## config.mk

```make
export PLATFORM = sky130hd
export DESIGN_NAME = smtq_alloc_ctrl
export DESIGN_NICKNAME = d
export VERILOG_FILES = /design/src/rtl/smtq_pkg.sv /design/src/rtl/smtq_limit_calc.sv /design/src/rtl/smtq_thread_slot.sv /design/src/rtl/smtq_admit_arb.sv /design/src/rtl/smtq_alloc_ctrl.sv
export SDC_FILE = /design/constraint.sdc
export NUM_CORES = 1
export LEC_CHECK = 0
export ABC_CLOCK_PERIOD_IN_PS = 12500
export BUFFER_PORTS_ARGS = -buffer_cell sky130_fd_sc_hd__clkbuf_2
export CAP_MARGIN = 20
export CORE_ASPECT_RATIO = 1.25
export CORE_MARGIN = 8
export CORE_UTILIZATION = 45
export CTS_CLUSTER_DIAMETER = 120
export CTS_CLUSTER_SIZE = 40
export DETAILED_ROUTE_END_ITERATION = 10
export REMOVE_ABC_BUFFERS = 1
export SETUP_SLACK_MARGIN = 0.5
export SYNTH_ARGS = -nofsm -noshare
export SYNTH_HDL_FRONTEND = slang
export SYNTH_SLANG_ARGS = --single-unit
```

## constraint.sdc

```tcl
create_clock -name clk -period 12.5 [get_ports clk]
set_input_delay 1.25 -clock clk [delete_from_list [all_inputs] [get_ports clk]]
set_output_delay 1.25 -clock clk [all_outputs]
set_load 0.02 [all_outputs]
```

## src/rtl/smtq_pkg.sv

```systemverilog
package smtq_pkg;
  typedef enum logic [1:0] {
    POL_SHARED = 2'd0,
    POL_SPLIT  = 2'd1,
    POL_CAP    = 2'd2,
    POL_RSVD   = 2'd3
  } alloc_policy_e;
endpackage

```

## src/rtl/smtq_limit_calc.sv

```systemverilog
module smtq_limit_calc
  import smtq_pkg::*;
#(
  parameter int NUM_THREADS = 4,
  parameter int NUM_ENTRIES = 32,
  parameter int PCT_W       = 7,
  parameter int CW          = $clog2(NUM_ENTRIES + 1)
) (
  input  logic                      clk,
  input  logic                      rst_n,
  input  logic [1:0]                pol_sel,
  input  logic [PCT_W-1:0]          thresh_pct,
  input  logic [NUM_THREADS-1:0]    active_mask,
  output logic [NUM_THREADS*CW-1:0] limit_q
);
  localparam int NW = $clog2(NUM_THREADS + 1);
  localparam int PW = CW + PCT_W;

  alloc_policy_e    pol;
  logic [NW-1:0]    n_act;
  logic [CW-1:0]    split_lim;
  logic [PCT_W-1:0] pct_c;
  logic [PW-1:0]    prod;
  logic [CW-1:0]    cap_lim;

  assign pol = alloc_policy_e'(pol_sel);

  always_comb begin
    n_act = '0;
    for (int t = 0; t < NUM_THREADS; t++) n_act = n_act + NW'(active_mask[t]);
  end

  // Divisor is small, so each quotient is a constant picked by the count.
  always_comb begin
    split_lim = CW'(NUM_ENTRIES / NUM_THREADS);
    for (int k = 1; k <= NUM_THREADS; k++)
      if (n_act == NW'(k)) split_lim = CW'(NUM_ENTRIES / k);
  end

  assign pct_c   = (thresh_pct > PCT_W'(100)) ? PCT_W'(100) : thresh_pct;
  assign prod    = PW'(NUM_ENTRIES) * PW'(pct_c);
  assign cap_lim = CW'(prod / PW'(100));

  for (genvar t = 0; t < NUM_THREADS; t++) begin : g_thr
    logic [CW-1:0] lim_d;
    logic [CW-1:0] lim_r;

    always_comb begin
      unique case (pol)
        POL_SPLIT: lim_d = split_lim;
        POL_CAP:   lim_d = (n_act == NW'(1) && active_mask[t]) ? CW'(NUM_ENTRIES) : cap_lim;
        default:   lim_d = CW'(NUM_ENTRIES);
      endcase
    end

    // Ceilings load every cycle, including during reset.
    always_ff @(posedge clk) lim_r <= lim_d;

    assign limit_q[t*CW +: CW] = lim_r;

    AST_LIMIT_CAP: assert property (@(posedge clk) disable iff (!rst_n)
      lim_r <= CW'(NUM_ENTRIES));
    AST_SHARED_WHOLE: assert property (@(posedge clk) disable iff (!rst_n)
      (pol_sel == 2'd0) |=> (lim_r == CW'(NUM_ENTRIES)));
  end
endmodule

```

## src/rtl/smtq_thread_slot.sv

```systemverilog
module smtq_thread_slot #(
  parameter int NUM_ENTRIES = 32,
  parameter int CW          = $clog2(NUM_ENTRIES + 1)
) (
  input  logic          clk,
  input  logic          rst_n,
  input  logic [CW-1:0] limit,
  input  logic          grant,
  input  logic          rel,
  input  logic          sq_hit,
  input  logic [CW-1:0] sq_count,
  output logic [CW-1:0] occ,
  output logic [CW-1:0] free,
  output logic          full,
  output logic [CW-1:0] returned,
  output logic          err_rel_q
);
  logic [CW-1:0] occ_q;
  logic [CW:0]   dec_want;
  logic          over;

  assign dec_want = (CW+1)'(rel) + (sq_hit ? {1'b0, sq_count} : '0);
  assign over     = dec_want > {1'b0, occ_q};
  assign returned = over ? occ_q : dec_want[CW-1:0];

  assign free = (occ_q >= limit) ? '0 : limit - occ_q;
  assign full = (free == '0);
  assign occ  = occ_q;

  always_ff @(posedge clk) begin
    if (!rst_n) begin
      occ_q     <= '0;
      err_rel_q <= 1'b0;
    end else begin
      occ_q     <= occ_q - returned + CW'(grant);
      err_rel_q <= over;
    end
  end

  AST_GRANT_HAS_ROOM: assert property (@(posedge clk) disable iff (!rst_n)
    grant |-> !full);
  AST_EMPTY_RELEASE_FLAG: assert property (@(posedge clk) disable iff (!rst_n)
    (rel && occ_q == '0) |=> err_rel_q);
  AST_NO_OVERFLOW: assert property (@(posedge clk) disable iff (!rst_n)
    occ_q <= CW'(NUM_ENTRIES));
endmodule

```

## src/rtl/smtq_admit_arb.sv

```systemverilog
module smtq_admit_arb #(
  parameter int NUM_THREADS = 4,
  parameter int CW          = 6
) (
  input  logic                   clk,
  input  logic                   rst_n,
  input  logic [NUM_THREADS-1:0] req,
  input  logic [NUM_THREADS-1:0] thr_full,
  input  logic [CW-1:0]          glob_free,
  output logic [NUM_THREADS-1:0] grant,
  output logic [NUM_THREADS-1:0] err_q
);
  logic [CW-1:0] used;

  // Lowest index first; stop once the global room is spent.
  always_comb begin
    used  = '0;
    grant = '0;
    for (int t = 0; t < NUM_THREADS; t++) begin
      if (req[t] && !thr_full[t] && (used < glob_free)) begin
        grant[t] = 1'b1;
        used     = used + 1'b1;
      end
    end
  end

  always_ff @(posedge clk) begin
    if (!rst_n) err_q <= '0;
    else        err_q <= req & ~grant;
  end

  AST_GRANT_BUDGET: assert property (@(posedge clk) disable iff (!rst_n)
    $countones(grant) <= int'(glob_free));
  AST_GRANT_NEEDS_REQ: assert property (@(posedge clk) disable iff (!rst_n)
    (grant & ~req) == '0);
  AST_REFUSAL_FLAGGED: assert property (@(posedge clk) disable iff (!rst_n)
    (req[0] && !grant[0]) |=> err_q[0]);
endmodule

```

## src/rtl/smtq_alloc_ctrl.sv

```systemverilog
module smtq_alloc_ctrl #(
  parameter int NUM_THREADS = 4,
  parameter int NUM_ENTRIES = 32,
  parameter int PCT_W       = 7,
  parameter int CW          = $clog2(NUM_ENTRIES + 1),
  parameter int TW          = (NUM_THREADS > 1) ? $clog2(NUM_THREADS) : 1
) (
  input  logic                      clk,
  input  logic                      rst_n,
  input  logic [1:0]                pol_sel,
  input  logic [PCT_W-1:0]          thresh_pct,
  input  logic [NUM_THREADS-1:0]    active_mask,
  input  logic [NUM_THREADS-1:0]    alloc_req,
  input  logic [NUM_THREADS-1:0]    release_req,
  input  logic                      sq_valid,
  input  logic [TW-1:0]             sq_tid,
  input  logic [CW-1:0]             sq_count,
  output logic [NUM_THREADS-1:0]    alloc_grant,
  output logic [NUM_THREADS*CW-1:0] thr_free,
  output logic [NUM_THREADS-1:0]    thr_full,
  output logic [CW-1:0]             glob_free,
  output logic                      glob_full,
  output logic [NUM_THREADS-1:0]    err_alloc,
  output logic [NUM_THREADS-1:0]    err_release
);
  localparam int SW = CW + TW + 1;

  logic [NUM_THREADS*CW-1:0] limit_q;
  logic [NUM_THREADS*CW-1:0] occ_flat;
  logic [NUM_THREADS*CW-1:0] ret_flat;
  logic [CW-1:0]             glob_free_q;
  logic [SW-1:0]             ret_sum;
  logic [SW-1:0]             grant_sum;
  logic [SW-1:0]             occ_sum;

  smtq_limit_calc #(
    .NUM_THREADS(NUM_THREADS), .NUM_ENTRIES(NUM_ENTRIES), .PCT_W(PCT_W), .CW(CW)
  ) u_limit (
    .clk(clk), .rst_n(rst_n), .pol_sel(pol_sel), .thresh_pct(thresh_pct),
    .active_mask(active_mask), .limit_q(limit_q)
  );

  for (genvar t = 0; t < NUM_THREADS; t++) begin : g_slot
    smtq_thread_slot #(.NUM_ENTRIES(NUM_ENTRIES), .CW(CW)) u_slot (
      .clk(clk), .rst_n(rst_n),
      .limit(limit_q[t*CW +: CW]),
      .grant(alloc_grant[t]),
      .rel(release_req[t]),
      .sq_hit(sq_valid && (sq_tid == TW'(t))),
      .sq_count(sq_count),
      .occ(occ_flat[t*CW +: CW]),
      .free(thr_free[t*CW +: CW]),
      .full(thr_full[t]),
      .returned(ret_flat[t*CW +: CW]),
      .err_rel_q(err_release[t])
    );
  end

  smtq_admit_arb #(.NUM_THREADS(NUM_THREADS), .CW(CW)) u_arb (
    .clk(clk), .rst_n(rst_n), .req(alloc_req), .thr_full(thr_full),
    .glob_free(glob_free_q), .grant(alloc_grant), .err_q(err_alloc)
  );

  always_comb begin
    ret_sum   = '0;
    grant_sum = '0;
    occ_sum   = '0;
    for (int t = 0; t < NUM_THREADS; t++) begin
      ret_sum   = ret_sum + SW'(ret_flat[t*CW +: CW]);
      grant_sum = grant_sum + SW'(alloc_grant[t]);
      occ_sum   = occ_sum + SW'(occ_flat[t*CW +: CW]);
    end
  end

  always_ff @(posedge clk) begin
    if (!rst_n) glob_free_q <= CW'(NUM_ENTRIES);
    else        glob_free_q <= CW'(SW'(glob_free_q) + ret_sum - grant_sum);
  end

  assign glob_free = glob_free_q;
  assign glob_full = (glob_free_q == '0);

  AST_GLOBAL_BALANCE: assert property (@(posedge clk) disable iff (!rst_n)
    (SW'(glob_free_q) + occ_sum) == SW'(NUM_ENTRIES));
  AST_FULL_BLOCKS_GRANT: assert property (@(posedge clk) disable iff (!rst_n)
    glob_full |-> (alloc_grant == '0));
endmodule

```

==> summary.md, run 1 <==
| Metric | Value |
|---|---|
| Fillers | `1630` |
| Critical-path top delay cell | `a41oi_1` |
| Core Box Area | `16580 µm²` |
| CTS tree | `built` |
| Top cells by area, synth | `ha_1, dfxtp_1, fa_1` |
| Yosys warnings | `0` |
| RSZ-0062 raised after global routing | `no` |
| Starting Density | `approximately 45%` |
| I/O Buffers | `roughly 80` |
| N_diodes | `0` |
| Final setup viols | `0` |
| Post-Syn Instances | `just over 900` |
| Distinct cells, synth | `72` |
| Critical path class | `flip-flop to flip-flop` |
| Post-synth EDFFs | `0` |
| Number of max-cap violations | `0` |
| Final WL | `~19 mm` |
| CP peak stage delay | `between 500 and 600 ps` |
| Maximum clock rate | `0.1032 GHz` |
| Initial detailed-routing violation count | `about 300` |
| Final hold vios | `0` |
| Max Slew Vio Count | `0` |
| Largest net degree at the start of global routing | `39` |
| Critical path data required time | `12700 ps` |
| Nets | `1147` |
| Post-synth ARST share | `0%` |
| Average size of a mapped cell | `a little over 8 µm²` |
| Hold Worst Slack | `a little under 700 ps` |
| First-pass GRT wire length | `between 30 and 40 mm` |
| Seq/Total Area, Yosys | `~17%` |
| Worst rel slew slack | `31.74%` |
| Crit path max fanout | `5` |
| Yosys top cell area share | `20.48%` |
| Synth cell count leaders | `ha_1, inv_1, dfxtp_1` |
| Yosys top cell by area | `ha_1` |
| # DRC | `0` |
| Register bit count reported by yosys | `62` |
| Final HPWL DP | `approximately 16 mm` |
| Cell with the most instances after synthesis | `ha_1` |
| Io pins | `79` |
| Synthesized cell area | `roughly 7500 µm²` |
| DIE WIDTH | `~130 µm` |
| Primary FF master, synth | `dfxtp_1` |
| Die Area | `21110 µm²` |
| Num rows | `between 50 and 60` |
| Hold buffer count at cts | `0` |
| Critical Path Most Common Cell | `inv_1` |
| Worst-Skew Late Latency | `between 300 and 400 ps` |
| GP Congestion | `~0.88` |
| Layout Area Growth over Synthesis | `10.42%` |
| Ratio of cells with drive above 1 in the final layout | `about an eighth` |
| Status | `finished clean` |
| Crit end category | `flip-flop` |
| Num CTS Buffers | `9` |
| Slew @ Worst Pin | `between 1000 and 1500 ps` |
| Clk_skew | `between 7 and 8 ps` |
| # resized after CTS | `0` |
| Vias per cell | `approximately 5.3` |
| Tmin final | `between 9000 and 10000 ps` |
| Fin crit share | `between 70% and 80%` |
| WP data arrival | `between 9000 and 10000 ps` |
| Type of the worst min-delay path | `flip-flop to flip-flop` |
| All-Layer GR Usage | `a little under a fifth` |
| Root Driver | `clkbuf_16` |
| Initial antenna violation count | `0` |
| DRT Pass-1 Iters | `5` |
| Vias | `roughly 6300` |
| Vias in the first global route | `~6300` |
| Longest Clk Path Bufs | `2` |
| Die height | `roughly 160 µm` |
| Clock Sinks | `62` |
| Final ANT Viol Nets | `0` |
| H-tree levels | `3` |
| Gr ovfl total | `0` |
| Final TNS setup | `0 ps` |
| Startpoint Class | `flip-flop` |
| Clock transition at path regs | `~60 ps` |
| Post-DR wirelength/cell | `between 15 and 20 µm` |
| Setup bufs post-CTS | `0` |
[cell usage in the layout (no fill, tap or decap), types with 6 or more instances in the layout]
| cell | count |
|---|---|
| a21o_1 | 30 |
| o21ai_1 | 6 |
| o21bai_1 | 7 |
| nor2b_1 | 20 |
| inv_1 | 119 |
| nand3_1 | 20 |
| nor2_1 | 48 |
| and3_1 | 8 |
| nand2b_1 | 7 |
| mux2_2 | 6 |
| nor3_1 | 8 |
| mux2i_1 | 14 |
| clkbuf_2 | 78 |
| a21oi_1 | 46 |
| dfxtp_1 | 62 |
| o22ai_1 | 7 |
| xnor2_1 | 39 |
| xor2_1 | 25 |
| clkbuf_16 | 9 |
| o21a_1 | 9 |
| and2_1 | 49 |
| nand2_1 | 43 |
| fa_1 | 27 |
| o21ai_0 | 50 |
| and4_1 | 7 |
| ha_1 | 123 |
| or3_1 | 9 |
[sequential cells by signal, indices dropped and copies added (netlist names)]
register                 flops
g_slot.u_slot.err_rel_q      4
g_slot.u_slot.occ           24
glob_free                    6
u_arb.err_q                  4
u_limit.g_thr.lim_r         24
[worst max-delay path, delay by kind of cell (launching register included)]
family | cells | cell delay, ps
adders and majority gates | 10 | 3320
AOI/OAI and AO/OA | 13 | 2790
and+or+nand+nor | 8 | 1460
buffers and inverters | 6 | 710
xor gates and xnor gates | 4 | 590
DFF | 1 | 390
muxes | 1 | 270
[worst paths after layout]
check	start	to	slack (ps)	depth (start not counted)
worst min-delay path	g_slot[0].u_slot.occ[0]	g_slot[0].u_slot.occ[0]	680	2
worst max-delay path	g_slot[0].u_slot.occ[0]	glob_free[5]	2810	42
worst max register to register	g_slot[0].u_slot.occ[0]	glob_free[5]	2810	42
worst min register to register	g_slot[0].u_slot.occ[0]	g_slot[0].u_slot.occ[0]	680	2
[routing by layer]
layer  part of all wire [%]  wire, µm  global-route usage [%]
met1                     43      8230                   21.20
met2                     50      9573                   32.91
met3                    3.5       665                   3.000
met4                    2.8       529                   6.646
met5                      0         0                       0
[cell families (layout without fill, tap and decap cells)]
| logic type | after synthesis | count (layout) | synth area share [%] |
|---|---|---|---|
| simple gates | 253 | 253 | 18.43 |
| compound gates | 205 | 205 | 18.25 |
| fa+ha+maj | 150 | 150 | 27.68 |
| buf+inv | 150 | 213 | 8.260 |
| xor+xnor | 66 | 66 | 7.893 |
| flops | 62 | 62 | 16.52 |
| mux | 21 | 21 | 2.964 |
[cell type report]
class / instances / area, µm² / area share [%]
clock buffer: 10 / 229.0 / 2.760
clock inverter: 6 / 62.56 / 0.7540
inverter: 119 / 446.7 / 5.384
multi-input combinational: 695 / 5652 / 68.12
sequential: 62 / 1241 / 14.96
tap: 220 / 275.3 / 3.318
timing repair buffer: 78 / 390.4 / 4.705
[stage by stage]
stage / instance area (µm²) / instances / util [%] / setup slack, ps
finish: 8297 / 1190 / 50.05 / 2810
global route: 8297 / 1190 / 50.05 / 2077
CTS: 8297 / 1190 / 50.05 / 2809
detailed placement: 8005 / 1174 / 48.29 / 2849
global placement: 8005 / 1174 / 48.29 / 3265
floorplan: 7340 / 876 / - / 2570
Power of run 1 is left out: the tool's default activity adds up to more than one toggle a clock period on the data nets, which glitch-free logic cannot reach.
==> inputs of run 2 (changes only) <==
--- a/config.mk
+++ b/config.mk
@@ -5,7 +5,7 @@
 export SDC_FILE = /design/constraint.sdc
 export NUM_CORES = 1
 export LEC_CHECK = 0
-export ABC_CLOCK_PERIOD_IN_PS = 12500
+export ABC_CLOCK_PERIOD_IN_PS = 8450
 export BUFFER_PORTS_ARGS = -buffer_cell sky130_fd_sc_hd__clkbuf_2
 export CAP_MARGIN = 20
 export CORE_ASPECT_RATIO = 1.25
@@ -14,6 +14,7 @@
 export CTS_CLUSTER_DIAMETER = 120
 export CTS_CLUSTER_SIZE = 40
 export DETAILED_ROUTE_END_ITERATION = 10
+export PLACE_DENSITY = 0.66
 export REMOVE_ABC_BUFFERS = 1
 export SETUP_SLACK_MARGIN = 0.5
 export SYNTH_ARGS = -nofsm -noshare
==> constraint.sdc (replaced) <==
create_clock -name clk -period 8.45 [get_ports clk]
set_input_delay 0.845 -clock clk [delete_from_list [all_inputs] [get_ports clk]]
set_output_delay 0.845 -clock clk [all_outputs]
set_load 0.02 [all_outputs]
==> run 2 against run 1 <==
Against the previous run:
- the flow now finishes with violations (negative setup slack)
- via count increased by 4.7%
- flip-flop and latch count unchanged
- count of clock-buffer cells in the layout increased by 2
- sequential share of layout area decreased by 1.0 points
- largest cell class unchanged
==> summary.md, run 2 (synthesis gave the netlist of run 1 again) <==
| Metric | Value |
|---|---|
| Status | `complete, but fails checks` |
| Failing checks | `negative setup slack` |
| Starting Density | `45.32%` |
| Final TNS setup | `-125.2 ps` |
| Worst-Skew Late Latency | `between 300 and 400 ps` |
| Type of the worst min-delay path | `flip-flop to flip-flop` |
| Num rows | `53` |
| Final ANT Viol Nets | `0` |
| R2r setup slk | `-130 ps` |
| Clock transition at path regs | `around 50 ps` |
| Initial detailed-routing violation count | `slightly below 400` |
| Worst Hold End | `g_slot[1].u_slot.occ[0]` |
| Vias in the first global route | `approximately 6500` |
| Final setup viols | `1` |
| Fin crit share | `101.5%` |
| Most common cell after layout, fill and taps aside | `ha_1` |
| Tmin final | `8575 ps` |
| Crit end category | `flip-flop` |
| Clock Sinks | `62` |
| H-tree levels | `3` |
| Post-DR wirelength/cell | `between 15 and 20 µm` |
| Worst rel slew slack | `a little over two fifths` |
| Slew @ Worst Pin | `around 850 ps` |
| Number of max-cap violations | `0` |
| GP Congestion | `a little over 0.9` |
| Die height | `~160 µm` |
| Io pins | `slightly below 80` |
| Clk_skew | `between 5 and 6 ps` |
| Reg2reg path depth | `46` |
| DRT Pass-1 Iters | `5` |
| DP Area | `8133 µm²` |
| Die Area | `roughly 21000 µm²` |
| I/O Buffers | `78` |
| # DRC | `0` |
| Vias per cell | `5.287` |
| Design Area, Final | `~8900 µm²` |
| Ratio of cells with drive above 1 in the final layout | `roughly 20%` |
| Num CTS Buffers | `9` |
| Buf/Inv on CP | `15` |
| Final hold vios | `0` |
| Setup ws final | `-125.2 ps` |
| Launch point of the worst reg-to-reg path | `u_limit.g_thr[0].lim_r[0]` |
| First-pass GRT wire length | `30.91 mm` |
| Gr ovfl total | `0` |
| Worst path top cell family by delay | `adder cells` |
| Fillers | `1524` |
| Crit path max fanout | `4` |
| WP data arrival | `between 8000 and 9000 ps` |
| CTS tree | `built` |
| Maximum clock rate | `about 0.12 GHz` |
| RSZ-0062 raised after global routing | `yes` |
| Final HPWL DP | `~15 mm` |
| Final WL | `19.84 mm` |
| Root Driver | `clkbuf_16` |
| End of the worst register-to-register path | `glob_free[5]` |
| Critical path class | `flip-flop to flip-flop` |
| Startpoint Class | `flip-flop` |
| Initial antenna violation count | `0` |
| Critical-path top delay cell | `fa_2` |
| Max Slew Vio Count | `0` |
| Worst Hold Depth | `2` |
| Largest net degree at the start of global routing | `39` |
| Critical path data required time | `8640 ps` |
| Hold buffer count at cts | `0` |
| Critical Path Most Common Cell | `buf_6` |
| Vias | `~6600` |
| N_diodes | `0` |
| All-Layer GR Usage | `around 18%` |
| Most frequent cells in the layout | `ha_1, inv_1, clkbuf_2` |
| Longest Clk Path Bufs | `2` |
| Nets | `1200` |
| Hold Path Origin | `g_slot[1].u_slot.occ[0]` |
| Core Box Area | `approximately 17000 µm²` |
| CP peak stage delay | `550 ps` |
| DIE WIDTH | `between 100 and 150 µm` |
| Layout Area Growth over Synthesis | `18.85%` |
==> run 2: metal layers <==
metal | part of all wire, % | track usage (%)
met1 | 42 | 19.72
met2 | 52 | 33.59
met3 | 3.5 | 2.594
met4 | 2.9 | 6.541
met5 | 0 | 0
==> run 2: stage by stage <==
step                util [%]  hold slack [ps]  instances  setup WS, ps
floorplan                  -            610.6        876         -1480
finish                 53.86            655.6       1242        -125.2
CTS                    52.78            661.5       1235        -17.78
global route           53.86            701.5       1242        -442.2
detailed placement     49.06            649.3       1191        -424.0
global placement       49.06            640.7       1191        -73.82
==> run 2: cell type report <==
class	instances	area [µm²]	share of cell area, %
Tap cell	220	275.3	3.083
Clock buffer	12	256.5	2.872
Multi-Input combinational cell	695	5814	65.11
Clock inverter	3	67.56	0.7566
Timing Repair Buffer	131	822.0	9.206
Inverter	119	451.7	5.058
Sequential cell	62	1242	13.91
==> run 2: repair_timing <==
| item | in CTS | in global routing |
|---|---|---|
| endpoints found under the setup margin | 4 | 6 |
| resized for setup | 25 | 30 |
| setup buffers | 29 | 7 |
| pin swaps | 30 | 30 |
==> run 2: worst max path at each step <==
| stage | startpoint | to | slack, ps | cells past startpoint |
|---|---|---|---|---|
| after detailed placement | g_slot[0].u_slot.occ[0] | glob_free[5] | -420 | 42 |
| after global routing | u_limit.g_thr[0].lim_r[0] | glob_free[5] | -440 | 46 |
| after floorplan | g_slot[0].u_slot.occ[0] | glob_free[5] | -1480 | 41 |
| after CTS | u_limit.g_thr[0].lim_r[0] | glob_free[5] | -20 | 43 |
| final | u_limit.g_thr[0].lim_r[0] | glob_free[5] | -130 | 46 |
| after global placement | g_slot[0].u_slot.occ[0] | glob_free[5] | -70 | 42 |
==> run 2: tightest hold or removal path: cells and delay by family, from the launching register on <==
| family | cells | cell delay (ps) |
|---|---|---|
| adders and majority gates | 1 | 140 |
| and+or+nand+nor | 1 | 110 |
| DFF | 1 | 380 |
Power of run 2 is left out for the same reason.
==> inputs of run 3 (changes only) <==
--- a/config.mk
+++ b/config.mk
@@ -5,8 +5,8 @@
 export SDC_FILE = /design/constraint.sdc
 export NUM_CORES = 1
 export LEC_CHECK = 0
-export ABC_CLOCK_PERIOD_IN_PS = 8450
-export BUFFER_PORTS_ARGS = -buffer_cell sky130_fd_sc_hd__clkbuf_2
+export ABC_CLOCK_PERIOD_IN_PS = 7600
+export BUFFER_PORTS_ARGS = -buffer_cell sky130_fd_sc_hd__buf_2
 export CAP_MARGIN = 20
 export CORE_ASPECT_RATIO = 1.25
 export CORE_MARGIN = 8
==> constraint.sdc (replaced) <==
create_clock -name clk -period 7.6 [get_ports clk]
set_input_delay 0.76 -clock clk [delete_from_list [all_inputs] [get_ports clk]]
set_output_delay 0.76 -clock clk [all_outputs]
set_load 0.02 [all_outputs]
==> run 3 against run 2 <==
Against the previous run:
- the run still ends with negative setup slack left
- first-iteration DRC count decreased by 17%
- die area unchanged
- register-to-register slack lost 800 ps
- flip-flop and latch count stayed put
- routed wire length increased by 9.0%
- non-clock buffer count up 69
- global-route usage is 1.7 points higher
- setup slack got worse by 800 ps
- clock skew rose by 2.6 ps
- critical path depth is 3 lower
- hold slack improved by 23 ps
- largest cell class unchanged
==> summary.md, run 3 (synthesis gave the netlist of run 1 again) <==
| Metric | Value |
|---|---|
| Status | `complete, but fails checks` |
| Failing checks | `negative setup slack` |
| First-pass GRT wire length | `around 34 mm` |
| Core Box Area | `16580 µm²` |
| Setup ws final | `-920.6 ps` |
| Critical Path End | `glob_free[5]` |
| Type of the worst min-delay path | `primary input to flip-flop` |
| Layout Area Growth over Synthesis | `27.81%` |
| Slew @ Worst Pin | `~800 ps` |
| Starting Density | `between 40% and 50%` |
| Num rows | `53` |
| Ratio of cells with drive above 1 in the final layout | `26.47%` |
| Clk_skew | `~7.7 ps` |
| Routing usage on met2 | `between 30 and 40%` |
| RSZ-0062 raised after global routing | `yes` |
| Final WL | `about 22 mm` |
| Critical path class | `flip-flop to flip-flop` |
| Num CTS Buffers | `9` |
| Final hold vios | `0` |
| Post-Route Utilization | `slightly below 60%` |
| Initial detailed-routing violation count | `321` |
| Number of max-cap violations | `0` |
| Area of the multi-input gates | `5867 µm²` |
| Crit end category | `flip-flop` |
| # DRC | `0` |
| Clock transition at path regs | `~60 ps` |
| Largest net degree at the start of global routing | `39` |
| Met3 Use GR | `between 3 and 4%` |
| Gr ovfl total | `0` |
| Die height | `about 160 µm` |
| WP data arrival | `slightly below 9000 ps` |
| Clock Sinks | `62` |
| Startpoint Class | `flip-flop` |
| Vias | `between 6000 and 7000` |
| Final HPWL DP | `between 15 and 20 mm` |
| Fillers | `~1500` |
| Register area | `between 1000 and 1500 µm²` |
| All-Layer GR Usage | `just under 20%` |
| Vias in the first global route | `between 7000 and 8000` |
| Most common cell after layout, fill and taps aside | `ha_1` |
| Io pins | `roughly 80` |
| Nets | `between 1000 and 1500` |
| Worst rel slew slack | `a little under half` |
| Maximum clock rate | `0.1174 GHz` |
| Critical path data required time | `roughly 7800 ps` |
| R2r setup slk | `-920 ps` |
| Worst-Skew Late Latency | `between 300 and 400 ps` |
| Max Slew Vio Count | `0` |
| GR peak layer | `met2` |
| Hold Path Origin | `alloc_req[3]` |
| Root Driver | `clkbuf_16` |
| Final ANT Viol Nets | `0` |
| Most frequent cells in the layout | `ha_1, inv_1, buf_4` |
| GR Util met1 | `20.84%` |
| H-tree levels | `3` |
| Tmin final | `8521 ps` |
| Final TNS setup | `-5650 ps` |
| Vias per cell | `5.291` |
| CTS tree | `built` |
| Initial antenna violation count | `0` |
| Fin cells | `1312` |
| Critical-path top delay cell | `fa_2` |
| DIE WIDTH | `about 130 µm` |
| Dpl cells | `approximately 1200` |
| Fin crit share | `112.1%` |
| Die Area | `around 21000 µm²` |
| Post-DR wirelength/cell | `around 16 µm` |
| Reg2reg path depth | `43` |
| I/O Buffers | `between 70 and 80` |
| Longest Clk Path Bufs | `2` |
| Final setup viols | `10` |
| CP startpoint | `u_limit.g_thr[0].lim_r[0]` |
| CP peak stage delay | `between 500 and 600 ps` |
| N_diodes | `0` |
| Crit path max fanout | `5` |
| GP Congestion | `approximately 0.93` |
| End of the worst register-to-register path | `glob_free[5]` |
| Hold buffer count at cts | `0` |
| DRT Pass-1 Iters | `5` |
| Launch point of the worst reg-to-reg path | `u_limit.g_thr[0].lim_r[0]` |
-- run 3: how the worst min path moves through the flow --
| stage | depth (start not counted) | endpoint | slack, ps |
|---|---|---|---|
| floorplan | 2 | g_slot[1].u_slot.occ[0] | 610 |
| global placement | 2 | g_slot[2].u_slot.occ[0] | 670 |
| detailed placement | 3 | g_slot[0].u_slot.occ[0] | 700 |
| CTS | 2 | u_arb.err_q[0] | 650 |
| global route | 3 | u_arb.err_q[3] | 700 |
| finish | 3 | u_arb.err_q[3] | 680 |
-- run 3: per-stage QoR --
stage / worst slack, ps / hold slack, ps / cell area (µm²)
CTS: -784.4 / 647.0 / 9320
global route: -1240 / 701.0 / 9603
floorplan: -2330 / 610.6 / 7340
detailed placement: -1227 / 699.9 / 8501
finish: -920.6 / 678.2 / 9603
global placement: -908.2 / 674.8 / 8501
-- run 3: final cells by class --
type                       count  share of cell area [%]
clock buffer                  11                   2.632
clock inverter                 5                  0.8469
inverter                     119                   4.756
multi-input combinational    695                   61.09
sequential                    62                   12.95
tap                          220                   2.866
timing repair buffer         200                   14.85
-- run 3: what timing repair did --
item / 4_1_cts / 5_1_grt
setup buffers: 46 / 10
setup endpoints to repair: 8 / 20
resized for setup: 44 / 53
pin swaps: 33 / 33
endpoints found under the hold margin: 0 / 0
-- run 3: critical path: cells and delay by family, from the launching register on --
| family | cells | cell delay, ps |
|---|---|---|
| compound gates | 13 | 2200 |
| buf+inv | 7 | 470 |
| simple gates | 8 | 1440 |
| fa+ha+maj | 10 | 3050 |
| flops | 1 | 320 |
| mux | 1 | 300 |
| xor+xnor | 4 | 620 |
-- run 3: metal layers --
layer	vias to the layer above	part of all wire (%)
met1	3254	40
li1	3472	-
met5	-	0
met3	53	3.6
met2	163	53
met4	0	3.9
Power of run 3 is left out for the same reason.
